**src/rtl/ind_ram_pkg.sv**
```systemverilog
// Package: shared types and default window bounds for the indirect RAM port.
// Assumes: windows are inclusive address ranges on a 16-bit bus.
package ind_ram_pkg;
    localparam logic [15:0] DATA_WIN_LO = 16'h4800;
    localparam logic [15:0] DATA_WIN_HI = 16'h4FFF;
    localparam logic [15:0] PTR_WIN_LO  = 16'hF800;
    localparam logic [15:0] PTR_WIN_HI  = 16'hFFFF;

    // Decoded per-cycle bus command.
    typedef struct packed {
        logic data_rd;   // read strobe inside data window
        logic data_wr;   // write strobe inside data window
        logic ptr_ld;    // write strobe inside pointer window
        logic any_rd;    // any read strobe
    } irp_cmd_t;

    // Inclusive range test used by the decoder.
    function automatic logic in_range(input logic [15:0] a,
                                      input logic [15:0] lo,
                                      input logic [15:0] hi);
        return (a >= lo) && (a <= hi);
    endfunction
endpackage

```
**src/rtl/irp_decode.sv**
```systemverilog
// Module: bus decoder. Turns address and strobes into a command struct.
// Assumes: strobes last one clock; purely combinational.
module irp_decode
    import ind_ram_pkg::*;
#(
    parameter logic [15:0] D_LO = DATA_WIN_LO,
    parameter logic [15:0] D_HI = DATA_WIN_HI,
    parameter logic [15:0] P_LO = PTR_WIN_LO,
    parameter logic [15:0] P_HI = PTR_WIN_HI
) (
    input  logic [15:0] addr,
    input  logic        rd,
    input  logic        wr,
    output irp_cmd_t    cmd
);
    logic hit_data;
    logic hit_ptr;

    // Window match and strobe qualification.
    always_comb begin
        hit_data    = in_range(addr, D_LO, D_HI);
        hit_ptr     = in_range(addr, P_LO, P_HI);
        cmd.data_rd = rd && hit_data;
        cmd.data_wr = wr && hit_data;
        cmd.ptr_ld  = wr && hit_ptr;
        cmd.any_rd  = rd;
    end
endmodule

```
**src/rtl/irp_pointer.sv**
```systemverilog
// Module: RAM pointer with sticky step flag.
// Assumes: load and data access never coincide (distinct windows, one address).
module irp_pointer
    import ind_ram_pkg::*;
#(
    parameter int ADDR_W = 7,
    parameter int DATA_W = 8
) (
    input  logic              clk,
    input  logic              rst_n,
    input  irp_cmd_t          cmd,
    input  logic [DATA_W-1:0] wdata,
    output logic [ADDR_W-1:0] ptr,
    output logic              step_en
);
    logic access;

    // One step per clock with any data-port strobe.
    always_comb access = cmd.data_rd || cmd.data_wr;

    // Pointer and flag register: load, step with wrap, or hold.
    always_ff @(posedge clk) begin
        if (!rst_n) begin
            ptr     <= '0;
            step_en <= 1'b0;
        end else if (cmd.ptr_ld) begin
            ptr     <= wdata[ADDR_W-1:0];
            step_en <= wdata[DATA_W-1];
        end else if (access && step_en) begin
            ptr     <= ptr + 1'b1;
        end
    end
endmodule

```
**src/rtl/irp_store.sv**
```systemverilog
// Module: byte array with registered read port, read-before-write.
// Assumes: one write and one read per clock at the same pointer.
module irp_store
    import ind_ram_pkg::*;
#(
    parameter int ADDR_W = 7,
    parameter int DATA_W = 8
) (
    input  logic              clk,
    input  logic              rst_n,
    input  irp_cmd_t          cmd,
    input  logic [ADDR_W-1:0] ptr,
    input  logic [DATA_W-1:0] wdata,
    output logic [DATA_W-1:0] rdata
);
    localparam int DEPTH = 1 << ADDR_W;

    logic [DATA_W-1:0] cells [DEPTH];

    // One register per byte, cleared on reset, written when selected.
    for (genvar i = 0; i < DEPTH; i++) begin : g_cell
        always_ff @(posedge clk) begin
            if (!rst_n)
                cells[i] <= '0;
            else if (cmd.data_wr && (ptr == ADDR_W'(i)))
                cells[i] <= wdata;
        end
    end

    // Read register: captures old byte on a data read, zero elsewhere.
    always_ff @(posedge clk) begin
        if (!rst_n)
            rdata <= '0;
        else if (cmd.any_rd)
            rdata <= cmd.data_rd ? cells[ptr] : '0;
    end
endmodule

```
**src/rtl/ind_ram_port.sv**
```systemverilog
// Module: top of the indirect RAM port. Wires decoder, pointer and store.
// Assumes: synchronous bus, ADDR_W < DATA_W so the flag bit is separate.
module ind_ram_port
    import ind_ram_pkg::*;
#(
    parameter int          ADDR_W = 7,
    parameter int          DATA_W = 8,
    parameter logic [15:0] D_LO   = DATA_WIN_LO,
    parameter logic [15:0] D_HI   = DATA_WIN_HI,
    parameter logic [15:0] P_LO   = PTR_WIN_LO,
    parameter logic [15:0] P_HI   = PTR_WIN_HI
) (
    input  logic              clk,
    input  logic              rst_n,
    input  logic [15:0]       bus_addr,
    input  logic [DATA_W-1:0] bus_wdata,
    input  logic              bus_rd,
    input  logic              bus_wr,
    output logic [DATA_W-1:0] bus_rdata
);
    irp_cmd_t          cmd;
    logic [ADDR_W-1:0] ptr_q;
    logic              inc_q;

    irp_decode #(.D_LO(D_LO), .D_HI(D_HI), .P_LO(P_LO), .P_HI(P_HI)) u_dec (
        .addr (bus_addr),
        .rd   (bus_rd),
        .wr   (bus_wr),
        .cmd  (cmd)
    );

    irp_pointer #(.ADDR_W(ADDR_W), .DATA_W(DATA_W)) u_ptr (
        .clk     (clk),
        .rst_n   (rst_n),
        .cmd     (cmd),
        .wdata   (bus_wdata),
        .ptr     (ptr_q),
        .step_en (inc_q)
    );

    irp_store #(.ADDR_W(ADDR_W), .DATA_W(DATA_W)) u_mem (
        .clk   (clk),
        .rst_n (rst_n),
        .cmd   (cmd),
        .ptr   (ptr_q),
        .wdata (bus_wdata),
        .rdata (bus_rdata)
    );
endmodule

```
**config.mk**
```make
export PLATFORM = sky130hd
export DESIGN_NAME = ind_ram_port
export DESIGN_NICKNAME = d
export VERILOG_FILES = /design/src/rtl/ind_ram_pkg.sv /design/src/rtl/irp_decode.sv /design/src/rtl/irp_pointer.sv /design/src/rtl/irp_store.sv /design/src/rtl/ind_ram_port.sv
export SDC_FILE = /design/constraint.sdc
export NUM_CORES = 2
export LEC_CHECK = 0
export CAP_MARGIN = 30
export CELL_PAD_IN_SITES_DETAIL_PLACEMENT = 1
export CELL_PAD_IN_SITES_GLOBAL_PLACEMENT = 1
export CORE_ASPECT_RATIO = 0.6
export CORE_MARGIN = 2
export CORE_UTILIZATION = 45
export DETAILED_ROUTE_END_ITERATION = 7
export DONT_BUFFER_PORTS = 1
export PLACE_DENSITY_LB_ADDON = 0.12
export SYNTH_ARGS = -nofsm -noshare
export SYNTH_HDL_FRONTEND = slang
export SYNTH_SLANG_ARGS = --single-unit
export TNS_END_PERCENT = 100
```
**constraint.sdc**
```tcl
create_clock -name clk -period 3 [get_ports clk]
set_clock_uncertainty 0.1 [all_clocks]
set_input_delay 0.45 -clock clk [delete_from_list [all_inputs] [get_ports clk]]
set_output_delay 0.45 -clock clk [all_outputs]
set_load 0.05 [all_outputs]
```
* Word-level counts from Yosys, hierarchy flattened
Memory sizes are Yosys's and may differ from the RTL's. A register that Yosys moved wholly into a read port is not among the register bits.
Cells that the tools add are included.
** Operators by class
- Bitwise gates (word level) :: 128
- Add/sub/neg operators :: 1
- Reductions and logical operators :: 137
- $lt $le $gt $ge :: 4
- Multiplexer cells :: 518
- Equality and inequality tests :: 127
** Operator list (number)
- 8-bit 2-to-1 mux :: 129
- 7-bit equality test, second input constant :: 64
- 1-bit 2-to-1 mux :: 385
- 7-bit by 6-bit equality test with 1-bit output, second input constant :: 32
- 1-bit logical AND :: 134
- 1-bit bitwise OR :: 128
- 7-bit by 5-bit equality test with 1-bit output, second input constant :: 16
- 7-bit by 4-bit equality test with 1-bit output, second input constant :: 8
- 7-bit by 3-bit equality test with 1-bit output, second input constant :: 4
- 7-bit 2-to-1 mux :: 4
- 16-bit by 15-bit greater-or-equal comparator with 1-bit output, second input constant :: 1
- 16-bit greater-or-equal comparator, second input constant :: 1
- 16-bit by 15-bit <= comparator with 1-bit output, second input constant :: 1
- 16-bit <= comparator, second input constant :: 1
- 7-bit by 2-bit equality test with 1-bit output, second input constant :: 2
- 7-bit by 1-bit adder with 7-bit output, second input constant :: 1
- 7-bit by 1-bit equality test with 1-bit output, second input constant :: 1
- 7-bit logical NOT :: 1
- 2-bit nonzero test :: 1
- 1-bit logical OR :: 1
** Word-level totals
- Bits in registers :: 16
- Bits in writable memories :: 1024
- Word-level logic and storage cells :: 919
- Output and inout bits :: 8
- Memories :: 1
** Memories
- u_mem.cells :: depth 128, bits a word 8, rd ports 1, clocked after Yosys merged registers in 1, wr ports 128, line irp_store.sv:18 : logic [DATA_W-1:0] cells [DEPTH];

* Depth between registers and ports, before layout
- Depth in word-level cells :: 9
- Gate-level depth with buffers :: 12
- Gate-level depth less buffers :: 6

* Modules after synthesis
A second synthesis with hierarchy kept.
** Unflattened totals
- Cells, all modules :: 3251
- Area total of the unflattened synthesis :: 48285.1 um^2
** By module, submodules not included
- irp_store :: cells each 3199, area an instance 47838.4 um^2, times used 1
- irp_pointer :: cells each 45, area an instance 397.9 um^2, times used 1
- irp_decode :: cells each 7, area an instance 48.8 um^2, times used 1

* Least setup slack after synthesis
Ideal clock, no wire load.
- Path kind :: input -> register
- Start :: in bus_addr[15]
- End :: mem u_mem.cells[120][0] (enable)
- Buffers on the path :: 3
- Arrival :: 2.238 ns
- Setup slack :: 0.278 ns
- Cell stages on the path :: 7
- Cells stage by stage :: nor3_1 > nor2b_1 > buf_2 > buf_2 > nand3_1 > clkbuf_1 > o21ai_0
** RTL lines
- from (decl) :: line ind_ram_port.sv:15 : input logic [15:0] bus_addr,
- to (decl) :: line irp_store.sv:18

==> reports/qor.csv <==
metric;value;unit
status;finished clean;
fp.dieW;428.0;um
fin_crit_sh;0.9766;
worst_pin_slew;1.059;ns
crit_fanout;25;
routedWlPerCell;30.65;um
fmax;341.3;MHz
syn_inst;3302;
clockRootBuffer;clkbuf_16;
yosysMostFrequentCell;edfxtp_1;
drtAntennaViolNets;0;
synth_area;48540;sq um
slew_viol_final;0;
worstPathRequired;3.49;ns
ir_drop;0.0005363;V
cts.sinks;1047;
clk-insertion-delay-late;0.72;ns
yosys_warnings;0;
synth_commonest_cells;1,024 x edfxtp_1, 964 x and2_1, 227 x mux4_2, 209 x clkbuf_1;
htree_levels;3;
drc;0;
dr.first_iter.drc_count;3837;
grt_pass1_wl;219.9;mm
start_util;0.4529;
place_congestion;0.8809;
syn2layout_area_growth;13.54;%
hold_class;primary input to flop;
leakage;0.01965;uW
crit_type;flop to flop;
placementRows;93;
p_per_area;566.7;nW/um^2
synth_area_leader_cell;edfxtp_1;
period_minus_slack;2.930;ns
cp-start-kind;flop;
clk_pin_slew;0.06;ns
grt_max_degree;130;
ys.flop_type;edfxtp_1;
setup.worst_path.end;u_mem.rdata[3]$_SDFFE_PN0P_;
grt_antenna_before_repair;5;
r2r_cells;6;
grt-ovfl-total;0;
dr.pass1.iters;5;
power.total;31230;uW
hold_viol_final;0;
wirelength;151.4;mm
cts_buffers;102;
hpwl;97.38;mm
slew_headroom;0.2916;
ys_ff_latch;1047;
ios;36;
track_usage;0.2753;
avgSynthCellArea;14.70;sq um
drive_above_1_share;0.1993;
cp-end-kind;flop;
yosysSeqAreaShare;0.6430;
cap_violations;0;
io_buffers;0;
cts_max_path_buffers;3;
vias_per_cell;6.012;
synth.distinct_cells;46;
die_area;110600;sq um
synth_top_area_frac;0.6335;
worstPathArrival;3.42;ns
rrSetupSlack;0.07;ns
routed-via-count;29693;
grt_pass1_vias;30077;
syn-num-nets;3334;
post-cts-setup-buffers;0;
cts_tree;built;
dieHeight;258.4;um
fp.coreArea;107200;sq um
rr_endpoint;u_mem.rdata[3]$_SDFFE_PN0P_;
synth_edf_count;1024;
synth_area_leaders;edfxtp_1 63%, and2_1 12%, mux4_2 11%;
final_nets;3462;
whs;0.06830;ns
finalSetupViolations;0;
async_flop_share;0;
## timing repair
action / CTS / global route
endpoints found under the setup margin: 1 / 3
resized for setup: 1 / 3
hold buffers: 15 / 0
endpoints found under the hold margin: 1070 / 0
## critical path, stage by stage, from the launching register on
cell and delay [ns]:
dfxtp_4 0.44, buf_12 0.25, mux4_2 0.57, mux4_2 0.54, a22o_1 0.33, a211oi_1 0.44, a31oi_1 0.08
## stage by stage
step / instance area, sq um / worst slack, ns / setup TNS [ns] / utilization / std cells
6_report: 55110 / 0.07026 / 0 / 0.5142 / 4939
5_1_grt: 55100 / -0.0005960 / -0.0005960 / 0.5142 / 4937
4_1_cts: 55100 / 0.02452 / 0 / 0.5141 / 4937
3_5_place_dp: 51470 / 0.004855 / 0 / 0.4803 / 4736
3_3_place_gp: 51470 / 0.04955 / 0 / 0.4803 / 4736
2_1_floorplan: 48540 / 0.2776 / 0 / - / 3302
## flip-flops by register name, indices dropped and copies added (netlist names), named ones only
signal,flops
u_ptr.ptr,7
u_mem.cells,1024
u_ptr.step_en,1
u_mem.rdata,8
## final cells by class
| cell class | count | area (sq um) |
|---|---|---|
| clock inverter | 66 | 650.6 |
| antenna | 2 | 5.005 |
| fill | 10200 | 52060 |
| tap | 1425 | 1783 |
| timing repair buffer | 303 | 2723 |
| sequential | 1047 | 31220 |
| clock buffer | 120 | 2684 |
| inverter | 6 | 23.77 |
| multi-input combinational | 1970 | 16020 |
## worst min-delay path by stage
| stage | start | endpoint | cells past startpoint |
|---|---|---|---|
| detailed placement | u_ptr.step_en$_SDFFE_PN0P_ | u_ptr.step_en$_SDFFE_PN0P_ | 2 |
| global placement | u_ptr.step_en$_SDFFE_PN0P_ | u_ptr.step_en$_SDFFE_PN0P_ | 2 |
| CTS | rst_n | u_mem.cells[107][3]$_SDFFCE_PN0P_ | 2 |
| floorplan | u_ptr.step_en$_SDFFE_PN0P_ | u_ptr.step_en$_SDFFE_PN0P_ | 2 |
| global route | rst_n | u_mem.cells[110][3]$_SDFFCE_PN0P_ | 2 |
| finish | rst_n | u_mem.cells[100][3]$_SDFFCE_PN0P_ | 2 |
## routing by layer
metal,wire length (um),vias up,share of wire,global-route usage
li1,-,12533,-,-
met1,69530,15675,0.46,0.4227
met2,65090,1285,0.43,0.4015
met3,13230,198,0.087,0.05888
met4,3524,2,0.023,0.06186
met5,13,-,0.000086,0
## kinds of logic after synthesis
logic type	count (synthesis)	share of synthesized area
AND/OR/NAND/NOR	1307	0.1582
multiplexers	349	0.1305
buffers and inverters	285	0.02709
AO/OA/AOI/OAI	310	0.04019
adder cells (fa/ha/maj)	4	0.001031
flip-flops	1047	0.6430
## cell usage in the layout, fill, tap and decap left out, types with 12 or more instances in the layout
master,count
and3_1,72
buf_4,267
edfxtp_1,1024
clkinv_2,23
a31oi_1,12
nor2_1,147
clkbuf_1,15
mux4_2,227
nand2_1,40
clkinv_1,22
buf_12,20
bufinv_16,12
o22ai_1,26
and2_1,963
o21ai_0,144
mux2i_1,122
dfxtp_1,19
o221ai_1,38
a21oi_1,22
a22oi_1,15
clkbuf_16,105
nand3_1,25
## power breakdown
part	internal [uW]	leakage, uW	switching [uW]
clock	7410	0.00163	5780
combinational	474	0.00726	919
sequential	16500	0.0108	176
total	24400	0.0197	6880
Power figures use the tool's default switching activity.
